`src/rtl/mdio_pkg.sv`:
```
package mdio_pkg;
    localparam int FRAME_W = 64;
    localparam int DATA_W  = 16;
    localparam int ADDR_W  = 5;
    localparam int SLOT_W  = 7;

    // Slot indices inside a frame (slot 0 is the first preamble bit)
    localparam logic [SLOT_W-1:0] SLOT_TA_FIRST   = 7'd46;
    localparam logic [SLOT_W-1:0] SLOT_TA_CHECK   = 7'd47;
    localparam logic [SLOT_W-1:0] SLOT_DATA_FIRST = 7'd48;
    localparam logic [SLOT_W-1:0] SLOT_DATA_LAST  = 7'd63;
    localparam logic [SLOT_W-1:0] SLOT_FINAL      = 7'd64;
    localparam logic [SLOT_W-1:0] SLOT_RECOV_LAST = 7'd31;

    typedef enum logic [1:0] {
        ST_IDLE,
        ST_FRAME,
        ST_RECOVER
    } mdio_state_e;

    typedef struct packed {
        mdio_state_e         state;
        logic [SLOT_W-1:0]   slot;
        logic                mdc;
        logic                mdio_o;
        logic                mdio_oe;
        logic                is_read;
        logic [FRAME_W-1:0]  shift;
        logic [DATA_W-1:0]   cap;
        logic [DATA_W-1:0]   rdata;
        logic                done;
        logic                err;
    } mdio_regs_t;
endpackage

```
`src/rtl/mdio_tick_gen.sv`:
```
module mdio_tick_gen #(
    parameter int HALF_DIV = 25
) (
    input  logic clk,
    input  logic rst_n,
    input  logic restart,
    output logic tick
);
    localparam int CNT_W = $clog2(HALF_DIV + 1);
    localparam logic [CNT_W-1:0] RELOAD = CNT_W'(HALF_DIV - 1);

    logic [CNT_W-1:0] cnt_d, cnt_q;

    always_comb begin
        cnt_d = cnt_q;
        if (restart || cnt_q == '0) begin
            cnt_d = RELOAD;
        end else begin
            cnt_d = cnt_q - 1'b1;
        end
    end

    always_ff @(posedge clk or negedge rst_n) begin
        if (!rst_n) begin
            cnt_q <= RELOAD;
        end else begin
            cnt_q <= cnt_d;
        end
    end

    assign tick = (cnt_q == '0) && !restart;

    // the phase counter never leaves its reload range
    assert_cnt_range_R5: assert property (@(posedge clk) disable iff (!rst_n)
        cnt_q <= RELOAD);
endmodule

```
`src/rtl/mdio_sync.sv`:
```
module mdio_sync #(
    parameter int STAGES = 2
) (
    input  logic clk,
    input  logic rst_n,
    input  logic d,
    output logic q
);
    logic [STAGES-1:0] ff_q;

    for (genvar i = 0; i < STAGES; i++) begin : g_stage
        if (i == 0) begin : g_first
            always_ff @(posedge clk or negedge rst_n) begin
                if (!rst_n) ff_q[0] <= 1'b1;
                else        ff_q[0] <= d;
            end
        end else begin : g_next
            always_ff @(posedge clk or negedge rst_n) begin
                if (!rst_n) ff_q[i] <= 1'b1;
                else        ff_q[i] <= ff_q[i-1];
            end
        end
    end

    assign q = ff_q[STAGES-1];
endmodule

```
`src/rtl/mdio_master.sv`:
```
module mdio_master
    import mdio_pkg::*;
#(
    parameter int HALF_DIV    = 25,
    parameter int SYNC_STAGES = 2
) (
    input  logic              clk,
    input  logic              rst_n,
    input  logic              req_valid,
    input  logic              req_read,
    input  logic [ADDR_W-1:0] req_phy,
    input  logic [ADDR_W-1:0] req_reg,
    input  logic [DATA_W-1:0] req_wdata,
    output logic              busy,
    output logic              done,
    output logic [DATA_W-1:0] rd_data,
    output logic              rd_err,
    output logic              mdc,
    output logic              mdio_o,
    output logic              mdio_oe,
    input  logic              mdio_i
);
    mdio_regs_t r_d, r_q;
    logic tick;
    logic mdio_s;
    logic accept;
    logic [FRAME_W-1:0] frame;
    logic [SLOT_W-1:0]  next_slot;
    logic               next_oe;

    assign accept = (r_q.state == ST_IDLE) && req_valid;

    mdio_tick_gen #(.HALF_DIV(HALF_DIV)) u_tick (
        .clk     (clk),
        .rst_n   (rst_n),
        .restart (accept),
        .tick    (tick)
    );

    mdio_sync #(.STAGES(SYNC_STAGES)) u_sync (
        .clk   (clk),
        .rst_n (rst_n),
        .d     (mdio_i),
        .q     (mdio_s)
    );

    always_comb begin
        frame = {{32{1'b1}}, 2'b01,
                 req_read ? 2'b10 : 2'b01,
                 req_phy, req_reg,
                 req_read ? 2'b00 : 2'b10,
                 req_read ? {DATA_W{1'b0}} : req_wdata};
        next_slot = r_q.slot + 1'b1;
        next_oe   = r_q.is_read ? (next_slot < SLOT_TA_FIRST)
                                : (next_slot < SLOT_FINAL);

        r_d      = r_q;
        r_d.done = 1'b0;

        unique case (r_q.state)
            ST_IDLE: begin
                if (accept) begin
                    r_d.state   = ST_FRAME;
                    r_d.slot    = '0;
                    r_d.mdc     = 1'b0;
                    r_d.mdio_oe = 1'b1;
                    r_d.mdio_o  = frame[FRAME_W-1];
                    r_d.shift   = {frame[FRAME_W-2:0], 1'b0};
                    r_d.is_read = req_read;
                    r_d.cap     = '0;
                    r_d.err     = 1'b0;
                end
            end
            ST_FRAME: begin
                if (tick) begin
                    if (!r_q.mdc) begin
                        r_d.mdc = 1'b1;
                    end else if (r_q.is_read && r_q.slot == SLOT_TA_CHECK && mdio_s) begin
                        r_d.state   = ST_RECOVER;
                        r_d.slot    = '0;
                        r_d.mdc     = 1'b0;
                        r_d.mdio_oe = 1'b0;
                        r_d.mdio_o  = 1'b0;
                    end else if (r_q.slot == SLOT_FINAL) begin
                        r_d.state   = ST_IDLE;
                        r_d.mdc     = 1'b0;
                        r_d.mdio_oe = 1'b0;
                        r_d.mdio_o  = 1'b0;
                        r_d.done    = 1'b1;
                        if (r_q.is_read) r_d.rdata = r_q.cap;
                    end else begin
                        if (r_q.is_read && r_q.slot >= SLOT_DATA_FIRST
                            && r_q.slot <= SLOT_DATA_LAST) begin
                            r_d.cap = {r_q.cap[DATA_W-2:0], mdio_s};
                        end
                        r_d.slot    = next_slot;
                        r_d.mdc     = 1'b0;
                        r_d.mdio_oe = next_oe;
                        r_d.mdio_o  = next_oe ? r_q.shift[FRAME_W-1] : 1'b0;
                        r_d.shift   = {r_q.shift[FRAME_W-2:0], 1'b0};
                    end
                end
            end
            ST_RECOVER: begin
                if (tick) begin
                    if (!r_q.mdc) begin
                        r_d.mdc = 1'b1;
                    end else if (r_q.slot == SLOT_RECOV_LAST) begin
                        r_d.state = ST_IDLE;
                        r_d.mdc   = 1'b0;
                        r_d.done  = 1'b1;
                        r_d.err   = 1'b1;
                    end else begin
                        r_d.slot = next_slot;
                        r_d.mdc  = 1'b0;
                    end
                end
            end
            default: r_d.state = ST_IDLE;
        endcase
    end

    always_ff @(posedge clk or negedge rst_n) begin
        if (!rst_n) begin
            r_q <= '0;
        end else begin
            r_q <= r_d;
        end
    end

    assign busy    = (r_q.state != ST_IDLE);
    assign done    = r_q.done;
    assign rd_data = r_q.rdata;
    assign rd_err  = r_q.err;
    assign mdc     = r_q.mdc;
    assign mdio_o  = r_q.mdio_o;
    assign mdio_oe = r_q.mdio_oe;

    assert_idle_quiet_R1: assert property (@(posedge clk) disable iff (!rst_n)
        !busy |-> (!mdc && !mdio_oe));
    assert_mdio_steady_R5: assert property (@(posedge clk) disable iff (!rst_n)
        mdc |-> ($stable(mdio_o) && $stable(mdio_oe)));
    assert_rdata_hold_R7: assert property (@(posedge clk) disable iff (!rst_n)
        !done |-> $stable(rd_data));
    assert_err_at_done_R8: assert property (@(posedge clk) disable iff (!rst_n)
        $rose(rd_err) |-> done);
    assert_accept_busy_R9: assert property (@(posedge clk) disable iff (!rst_n)
        (req_valid && !busy) |=> busy);
    assert_done_single_R10: assert property (@(posedge clk) disable iff (!rst_n)
        done |=> !done);
endmodule

```
`config.mk`:
```
export PLATFORM = sky130hd
export DESIGN_NAME = mdio_master
export DESIGN_NICKNAME = d
export VERILOG_FILES = /design/src/rtl/mdio_pkg.sv /design/src/rtl/mdio_tick_gen.sv /design/src/rtl/mdio_sync.sv /design/src/rtl/mdio_master.sv
export SDC_FILE = /design/constraint.sdc
export NUM_CORES = 1
export LEC_CHECK = 0
export ABC_AREA = 1
export BUFFER_PORTS_ARGS = -buffer_cell sky130_fd_sc_hd__buf_4
export CAP_MARGIN = 20
export CELL_PAD_IN_SITES_DETAIL_PLACEMENT = 1
export CELL_PAD_IN_SITES_GLOBAL_PLACEMENT = 1
export CORE_MARGIN = 10
export CORE_UTILIZATION = 41
export CTS_BUF_LIST = sky130_fd_sc_hd__clkbuf_2 sky130_fd_sc_hd__clkbuf_4 sky130_fd_sc_hd__clkbuf_8
export DETAILED_ROUTE_END_ITERATION = 8
export HOLD_SLACK_MARGIN = 0.12
export PLACE_DENSITY = 0.81
export SYNTH_ARGS = -nofsm -noshare
export SYNTH_HDL_FRONTEND = slang
export SYNTH_SLANG_ARGS = --single-unit
```
`constraint.sdc`:
```
create_clock -name clk -period 1.89 [get_ports clk]
set_clock_uncertainty 0.15 [all_clocks]
set_input_delay 0.378 -clock clk [delete_from_list [all_inputs] [get_ports clk]]
set_output_delay 0.378 -clock clk [all_outputs]
set_load 0.05 [all_outputs]
```
==> flow_summary.yaml <==
run_status:
  outcome: "finished with violations"
  violations: "negative setup slack"
die:
  initial_core_util_pct: 41.9
  die_area_um2: 20100
  num_rows: 44
  die_h_um: 142
  ios: 53
  fp.dieW_um: 142
  core_um2: 14500
synthesis:
  ys_ff_latch: 117
  synthesis.area_um2: 6080
  synth_common_cells: "nand2_1 (305), inv_1 (133), dfrtp_1 (113), o21ai_0 (88), nor2_1 (33)"
  syn-mean-instance-area_um2: 7.51
  synth-compound-area-share_pct: 9.32
  synth_adder_area_share_pct: 1.44
  yosys-top-cells-area: "dfrtp_1 (46%), nand2_1 (19%), inv_1 (8.2%)"
  synthesis.nets: 848
  synth_simple_gate_area_share_pct: 27.1
  synth_top_family_by_area: "simple AND/OR/NAND/NOR gates"
  synth.most_common_cell: "nand2_1"
  yosys_warnings: 0
  yosys_most_used_dff: "dfrtp_1"
  netlist.area_leader.share_pct: 46.5
  synth_seq_area_share_pct: 48.2
  synth_cells: 810
  synth.distinct_cells: 32
  synth_mux_area_share_pct: 0
  ys_async_sr_fraction_pct: 100
  synth_edf_count: 0
  synthXorXnorAreaFrac_pct: 0.144
  synth_top_cell_by_area: "dfrtp_1"
timing:
  slew_violations: 0
  finalSetupViolations: 107
  maxSlewHeadroom_pct: 76.4
  max_freq_ghz: 0.470
  tns_ps: -13120
  rsz0062_at_grt: "yes"
  finalCritPeriodShare_pct: 113
  finalHoldViolCount: 0
  tightest_slew_ps: 353
  fin_crit_ps: 2130
  setup_slack_ps: -236
worst_setup_path:
  critPathRequiredTime_ps: 2090
  cpPeakStageDelay_ps: 380
  reg2reg_depth: 9
  worstReg2RegEnd: "r_q[104]"
  arrival_ps: 2320
  worstSetupPathType: "register to register"
  crit_path_end_kind: "register"
  crit_fanout: 7
  rrSetupSlack_ps: -240
  crit_path_top_delay_cell: "dfrtp_1"
  worstPathCellList: "inv_2 > buf_4 > ha_4 > inv_2 > nor2_1 > nor2_2 > nand4_1 > buf_6 > o21ai_1"
  critPathLaunchType: "register"
  timing.rr.start: "r_q[110]"
  cpMostUsedCell: "inv_2"
placed_design:
  place_ws_ps: -113
  placedCellCount: 1038
  placedInstanceArea_um2: 6860
  port_buffers: 52
  hpwl_mm: 10.0
  gp_congestion: 0.803
grt:
  grt_use_total_pct: 17.9
  grt_max_degree: 62
  grt_remaining_overflow: 0
  grt_pass1_vias: 5829
  antenna_found_initial: 1
  grt_first_pass_wirelength_mm: 29.2
min_path:
  min_path_type: "input pin to register"
  hold_path_startpoint: "req_wdata[8]"
  worst_hold_path.endpoint: "r_q[43]"
  min_path_cells: 5
layout:
  fillers: 1784
  stdcell_count: 1121
  area_growth_pct: 31.8
  seq_area_um2: 2940
  drive_gt1_share_pct: 24.0
  multi_input_area_um2: 2580
  stdcell_area_um2: 8020
  nNetsFinal: 964
route:
  vias_per_cell: 4.95
  drt_iter0_drc: 310
  drtPass1Iterations: 4
  wl_per_cell_um: 17.1
  routed_wl_mm: 19.2
  final_antenna_net_count: 0
  drc: 0
  num_vias: 5547
clocking:
  cts_buffer_depth: 2
  root_buffer: "clkbuf_8"
  clk_pin_slew_ps: 70
  cts_tree: "built"
  cts_max_level: 4
  cts_num_sinks: 117
  cts_made_buffers: 17
  clock_latency_ps: 440
job:
  drv_cap: 0
power_and_ir_drop:
  power.density_nw_per_um2: 1220
  p_leak_nw: 3.92
  ir_worst_vdd_uv: 488
-- cells in the final DEF (no fill, tap or decap), drive strengths merged --
| master | instances |
|---|---|
| a21oi | 5 |
| buf | 117 |
| clkbuf | 26 |
| clkinv | 4 |
| clkinvlp | 1 |
| dfrtp | 113 |
| dfstp | 4 |
| diode | 1 |
| dlygate4sd3 | 29 |
| ha | 7 |
| inv | 135 |
| nand2 | 311 |
| nand3 | 35 |
| nand4 | 6 |
| nor2 | 39 |
| nor3 | 2 |
| o211ai | 1 |
| o21ai | 95 |
| o21bai | 1 |
| o31ai | 2 |
| or2 | 2 |
| xor2 | 1 |
-- metal layers --
metal,track usage [%],wire (µm),up-vias
li1,-,-,2662
met1,21.0,7950,2718
met2,30.1,10100,131
met3,4.51,693,36
met4,8.02,495,0
met5,0,0,-
-- worst max-delay path, delay by kind of cell (launching register included) --
kind | cells | cell delay, ps
adder cells (fa/ha/maj) | 1 | 190
flip-flops | 1 | 380
buffers and inverters | 4 | 610
AND/OR/NAND/NOR | 3 | 510
AO/OA/AOI/OAI | 1 | 180
-- sequential cells by signal, indices dropped and copies added (netlist names) --
signal	cells
mdio_o	1
rd_err	1
u_sync.ff_q	1
done	1
rd_data	16
u_tick.cnt_q	5
mdio_oe	1
mdc	1
u_sync.q	1
r_q	89
-- worst max path at each step --
stage                    startpoint  endpoint  slack [ps]  cells after the start
CTS                        r_q[110]      busy        -100                      5
finish                     r_q[110]  r_q[104]        -240                      9
global route               r_q[110]  r_q[104]        -300                      9
global placement    u_tick.cnt_q[0]   r_q[70]         -70                     11
floorplan                  r_q[110]   r_q[36]         -50                     11
detailed placement  u_tick.cnt_q[0]   r_q[19]        -110                     11
-- through the flow --
stage	power [mW]	hold slack, ps	utilization, %
after floorplan	5.54	-67.6	-
after global placement	6.52	37.2	47.2
after detailed placement	6.64	38.0	47.2
after CTS	9.19	134	53.1
after global routing	10.4	186	55.2
final	9.81	184	55.2
-- power by group --
| part | internal, mW | switching, mW | leakage, nW |
|---|---|---|---|
| clock | 1.14 | 0.986 | 0.193 |
| combinational | 1.69 | 2.51 | 2.24 |
| sequential | 3.11 | 0.372 | 1.48 |
-- repair_timing --
action,CTS,global route
hold buffers,29,0
gates cloned,2,1
pin swaps,4,13
buffers inserted,10,11
endpoints found under the hold margin,144,0
resized for setup,39,66
endpoints found under the setup margin,105,109
-- cell families (layout without fill, tap and decap cells) --
group | after synthesis | in the layout
compound gates | 104 | 104
xor+xnor | 1 | 1
fa+ha+maj | 7 | 7
buf+inv | 187 | 312
flops | 117 | 117
other cells | 0 | 1
simple gates | 394 | 395
-- area by class of cell --
cell class	instances	share of cell area, %
diodes	1	0.0312
clock buffers	25	4.21
flip-flops and latches	117	36.6
well taps	184	2.87
repair buffers	147	17.5
multi-input cells	507	32.1
clock inverters	4	0.250
inverters	136	6.44
Note: power is estimated with default switching activity, not from simulation.
